--- src/rtl/apb_requester.sv ---
module apb_requester #(
  parameter int AW = 12,
  parameter int DW = 32,
  localparam int SW = DW / 8
) (
  input  logic          clk,
  input  logic          rst_n,
  input  logic          cmd_valid,
  output logic          cmd_ready,
  input  logic          cmd_write,
  input  logic [AW-1:0] cmd_addr,
  input  logic [DW-1:0] cmd_wdata,
  input  logic [SW-1:0] cmd_strb,
  input  logic [2:0]    cmd_prot,
  output logic          rsp_valid,
  input  logic          rsp_ready,
  output logic [DW-1:0] rsp_rdata,
  output logic          rsp_err,
  output logic          psel,
  output logic          penable,
  output logic          pwrite,
  output logic [AW-1:0] paddr,
  output logic [DW-1:0] pwdata,
  output logic [SW-1:0] pstrb,
  output logic [2:0]    pprot,
  input  logic          pready,
  input  logic [DW-1:0] prdata,
  input  logic          pslverr
);

  typedef enum logic [1:0] {S_IDLE, S_SETUP, S_ACCESS} phase_t;

  phase_t          phase;
  logic            held_q;
  logic [DW-1:0]   held_data_q;
  logic            held_err_q;

  logic            finish;
  logic            take;
  logic [DW-1:0]   live_data;

  assign finish    = (phase == S_ACCESS) && pready;
  assign cmd_ready = ((phase == S_IDLE) && (!held_q || rsp_ready)) || (finish && rsp_ready);
  assign take      = cmd_valid && cmd_ready;
  assign live_data = pwrite ? '0 : prdata;

  assign psel      = (phase != S_IDLE);
  assign penable   = (phase == S_ACCESS);
  assign rsp_valid = held_q || finish;
  assign rsp_rdata = held_q ? held_data_q : live_data;
  assign rsp_err   = held_q ? held_err_q : pslverr;

  always_ff @(posedge clk or negedge rst_n) begin
    if (!rst_n) begin
      phase <= S_IDLE;
    end else begin
      unique case (phase)
        S_IDLE:   if (take) phase <= S_SETUP;
        S_SETUP:  phase <= S_ACCESS;
        S_ACCESS: if (pready) phase <= take ? S_SETUP : S_IDLE;
        default:  phase <= S_IDLE;
      endcase
    end
  end

  always_ff @(posedge clk or negedge rst_n) begin
    if (!rst_n) begin
      pwrite <= 1'b0;
      paddr  <= '0;
      pwdata <= '0;
      pstrb  <= '0;
      pprot  <= '0;
    end else if (take) begin
      pwrite <= cmd_write;
      paddr  <= cmd_addr;
      pwdata <= cmd_wdata;
      pstrb  <= cmd_strb;
      pprot  <= cmd_prot;
    end
  end

  always_ff @(posedge clk or negedge rst_n) begin
    if (!rst_n) begin
      held_q      <= 1'b0;
      held_data_q <= '0;
      held_err_q  <= 1'b0;
    end else if (finish && !rsp_ready) begin
      held_q      <= 1'b1;
      held_data_q <= live_data;
      held_err_q  <= pslverr;
    end else if (held_q && rsp_ready) begin
      held_q      <= 1'b0;
    end
  end

endmodule

--- config.mk ---
export PLATFORM = sky130hd
export DESIGN_NAME = apb_requester
export DESIGN_NICKNAME = d
export VERILOG_FILES = /design/src/rtl/apb_requester.sv
export SDC_FILE = /design/constraint.sdc
export NUM_CORES = 1
export LEC_CHECK = 0
export ABC_CLOCK_PERIOD_IN_PS = 1680
export BUFFER_PORTS_ARGS = -buffer_cell sky130_fd_sc_hd__buf_2
export CELL_PAD_IN_SITES_DETAIL_PLACEMENT = 0
export CELL_PAD_IN_SITES_GLOBAL_PLACEMENT = 1
export CORE_MARGIN = 10
export CORE_UTILIZATION = 23
export CTS_CLUSTER_DIAMETER = 100
export CTS_CLUSTER_SIZE = 24
export DETAILED_ROUTE_END_ITERATION = 7
export GPL_ROUTABILITY_DRIVEN = 0
export PLACE_DENSITY_LB_ADDON = 0.12
export SYNTH_ARGS = -nofsm -noshare
export SYNTH_HDL_FRONTEND = slang
export SYNTH_SLANG_ARGS = --single-unit
--- constraint.sdc ---
create_clock -name clk -period 1.68 [get_ports clk]
set_input_delay 0.336 -clock clk [delete_from_list [all_inputs] [get_ports clk]]
set_output_delay 0.336 -clock clk [all_outputs]
set_load 0.1 [all_outputs]
## Word-level counts from Yosys, hierarchy flattened

Cells that the tools add are included.

| storage, ports and cells | value |
|---|---|
| logic and storage cells | 37 |
| register bits after elaboration | 88 |

| operators by class | value |
|---|---|
| eq/ne operators | 4 |
| reduce and logical (&&, ||, !) cells | 15 |
| multiplexer cells | 9 |

Operator list:

| kind | count |
|---|---|
| $mux W32 | 2 |
| $logic_and A1 B1 Y1 | 6 |
| $pmux W2 S3 | 1 |
| $mux W1 | 4 |
| $mux W2 | 2 |
| $reduce_bool A2 Y1 | 2 |
| $logic_or A1 B1 Y1 | 3 |
| $eq A2 B1 Y1 const B | 1 |
| $eq A2 B2 Y1 const B | 1 |
| $logic_not A1 Y1 | 2 |
| $logic_not A2 Y1 | 1 |
| $ne A2 B1 Y1 const B | 1 |
| $ne A2 B2 Y1 const B | 1 |
| $reduce_and A2 Y1 | 1 |

## Longest topological paths before layout

| logic depth | value |
|---|---|
| depth after elaboration | 8 |
| depth in mapped cells | 5 |
| depth with buffers taken out | 3 |

## Least setup slack after synthesis

Ideal clock, no wire load.

| timing | value |
|---|---|
| path kind | flip-flop to output port |
| start point | register pwrite |
| end point | output rsp_rdata[22] |
| path buffers | 1 |
| required time | 1,344 ps |
| arrival | 3,297 ps |
| setup slack | -1,953 ps |
| cell stages (with the launch flop) | 4 |
| cells stage by stage | dfrtp_1 clkbuf_1 nand2b_1 o21ai_0 |

| between the ends | value |
|---|---|
| cells in the longest elaborated chain, start to end | 2 |

RTL lines:

| element | line | text |
|---|---|---|
| from (decl) | 21 | `output logic pwrite,` |
| from (signal assigned) | 74 | `pwrite <= cmd_write;` |
| $mux W32 | 45 | `assign live_data = pwrite ? '0 : prdata;` |
| $mux W32 | 50 | `assign rsp_rdata = held_q ? held_data_q : live_data;` |
| to (decl) | 17 | `output logic [DW-1:0] rsp_rdata,` |

No other way between the ends.

## Worst setup path in the final report

| timing | value |
|---|---|
| start point | register pwrite |
| end point | output rsp_rdata[16] |

Same word-level chain as after synthesis.

==> flow_summary_export.csv <==
group,metric,value,unit
run_status,outcome,"finished, violations left",
run_status,violations,"negative setup slack",
cts,numCtsBuffers,9,
global_routing,grt_pass1_vias,4290,
synth,synth_nets,550,
global_routing,grt_use_total,12.5,%
cts,clock-sinks,88,
worst_setup_path,critPathRequiredTime,1.34,ns
cts,clockBufferDepth,2,
finish,fin_nets,739,
synth,avgSynthCellArea,8.83,µm²
global_routing,grt_pass1_wl,24000,µm
sta,drv_slew,0,
sta,final.period_utilization,113,%
cts,clk_pin_slew_worst_paths,0.06,ns
place,portBuffers,178,
synth,synthArstFlopShare,100,%
detailed_routing,drc,0,
floorplan,ios,179,
detailed_routing,drt_iter0_markers,150,
worst_setup_path,crit_fanout,17,
sta,fmax,0.527,GHz
cts,tritoncts,"yes",
detailed_routing,first_pass_iters,4,
worst_setup_path,critPathLaunchType,"register",
detailed_routing,drtAntennaViolNets,0,
sta,skew,0.00509,ns
sta,report.final.hold_viol_count,0,
global_routing,grt_start_max_net_pins,42,
floorplan,fp.dieH,153,µm
finish,fin_area,7160,µm²
detailed_routing,viasPerCell,4.46,
worst_setup_path,critPathKind,"register to primary output",
worst_setup_path,reg2reg_depth,6,
cts,clkLatencyLatePin,0.34,ns
finish,drive_gt1_share,47.3,%
synth,synth-seq-cells,88,
finish,syn2layout_area_growth,76.1,%
sta,relSlewSlack,66.1,%
cts,cts_root_buf,"clkbuf_16",
detailed_routing,wl_per_cell,17.2,µm
synth,synth_top_area_share,54.2,%
sta,layout_setup_ws,-0.216,ns
synth,ys_top_cells_by_area,"dfrtp_1 54%, nand2_1 16%, o22ai_1 8.0%, o21ai_0 7.8%, nand2b_1 5.1%",
min_path,holdPathStages,2,
sta,max_slew.worst_pin.slew,0.513,ns
worst_setup_path,crit_arrival,1.56,ns
synth,syn-cell-area,4060,µm²
floorplan,die_x,153,µm
finish,seqCellArea,2210,µm²
synth,post-synth-top-count-cell,"nand2_1",
floorplan,die-area,23400,µm²
synth,synth_common_cells,"168 x nand2_1, 88 x dfrtp_1, 63 x o21ai_0",
sta,period_needed,1.90,ns
synth,ys_seq_area_share,54.2,%
worst_setup_path,end_kind,"primary output",
place,dp_hpwl,10500,µm
place,dpl-instance-area,6450,µm²
detailed_routing,vias,3919,
global_routing,overflow,0,
sta,rsz0062_at_grt,"yes",
detailed_routing,finalWirelength,15100,µm
finish,fillers,1687,
synth,ys_types,21,
job,max_cap_violations,0,
sta,setup_viol,35,
floorplan,rows,48,
floorplan,initial_utilization,23.5,%
floorplan,core_area,17300,µm²
cts,htree_levels,3,
global_routing,grt_antenna_before_repair,2,
synth,syn_inst,460,
min_path,hold_path_class,"input pin to register",
finish,multiInputGateArea,2260,µm²
synth,synth-edff-count,0,
synth,synth_warnings,0,
synth,synth-main-ff-cell,"dfrtp_1",
synth,post-synth-top-area-cell,"dfrtp_1",
## cell usage in the layout (no fill, tap or decap), drive strengths merged
| cell | synthesis | final |
|---|---|---|
| a21o | 1 | 1 |
| a21oi | 1 | 1 |
| and3b | 1 | 1 |
| buf | 20 | 210 |
| bufinv | 0 | 2 |
| clkbuf | 18 | 16 |
| clkinv | 0 | 2 |
| clkinvlp | 0 | 1 |
| dfrtp | 88 | 88 |
| diode | 0 | 1 |
| dlygate4sd3 | 0 | 1 |
| inv | 3 | 2 |
| mux2 | 2 | 2 |
| mux2i | 1 | 1 |
| nand2 | 168 | 168 |
| nand2b | 33 | 33 |
| nand4b | 1 | 1 |
| nand4bb | 1 | 1 |
| nor2 | 2 | 2 |
| nor2b | 2 | 2 |
| nor4b | 1 | 1 |
| o21ai | 64 | 64 |
| o22ai | 52 | 52 |
| or2b | 1 | 1 |
## metal layers
metal,wire [µm],GRT usage [%]
met1,6560,15.1
met2,7220,19.9
met3,1120,4.99
met4,180,3.81
met5,34,0
## cell families after synthesis
logic type	share of synthesized area, %
flops	54.2
mux	0.801
compound gates	16.5
buf+inv	5.94
simple gates	22.6
## timing repair
item                                    CTS  global route
cloned                                    1             5
buffers inserted                          9             2
resized for setup                        10             7
pin swaps                                 1             7
endpoints found under the setup margin   36            64
hold buffers                              1             0
endpoints found under the hold margin    22             0
## worst max-delay path, stage by stage, from the launching register on
cell      delay [ns]
dfrtp_4         0.52
buf_16          0.18
nand2b_4        0.16
o21ai_4         0.16
buf_12          0.19
## worst paths after layout
kind | to | slack (ns) | from
min reg2reg | held_data_q[10]$_DFFE_PN0P_ | 0.48 | held_data_q[10]$_DFFE_PN0P_
max | rsp_rdata[16] | -0.22 | pwrite$_DFFE_PN0P_
min | held_err_q$_DFFE_PN0P_ | 0.25 | pslverr
min in group asynchronous | held_data_q[10]$_DFFE_PN0P_ | 0.45 | rst_n
max in group asynchronous | held_data_q[27]$_DFFE_PN0P_ | 0.67 | rst_n
max reg2reg | pwdata[9]$_DFFE_PN0P_ | 0.04 | held_q$_DFFE_PN0P_
## metrics by stage
stage	utilization, %	hold WS, ns	setup WS, ns	TNS (ns)	cells
finish	41.4	0.247	-0.216	-6.85	879
global route	41.4	0.236	-0.274	-9.31	878
CTS	40.4	0.226	-0.248	-7.64	871
detailed placement	37.3	0.281	0.0252	0	845
global placement	37.3	0.274	0.0521	0	845
floorplan	-	0.0404	-0.198	-6.09	460
## flip-flops by register name (all words and copies together) (netlist names)
register and cells:
paddr 12, pwrite 1, held_q 1, phase 2, pstrb 4, held_err_q 1
pprot 3, held_data_q 32, pwdata 32
## final cells by class
type / count / share of cell area, %
Inverter: 3 / 0.210
Timing Repair Buffer: 216 / 28.7
Clock buffer: 11 / 3.53
Antenna cell: 1 / 0.0350
Multi-Input combinational cell: 331 / 31.6
Tap cell: 225 / 3.93
Clock inverter: 4 / 1.08
Sequential cell: 88 / 30.9
Power is left out: the tool's default activity adds up to more than one toggle a clock period on the data nets, which glitch-free logic cannot reach.
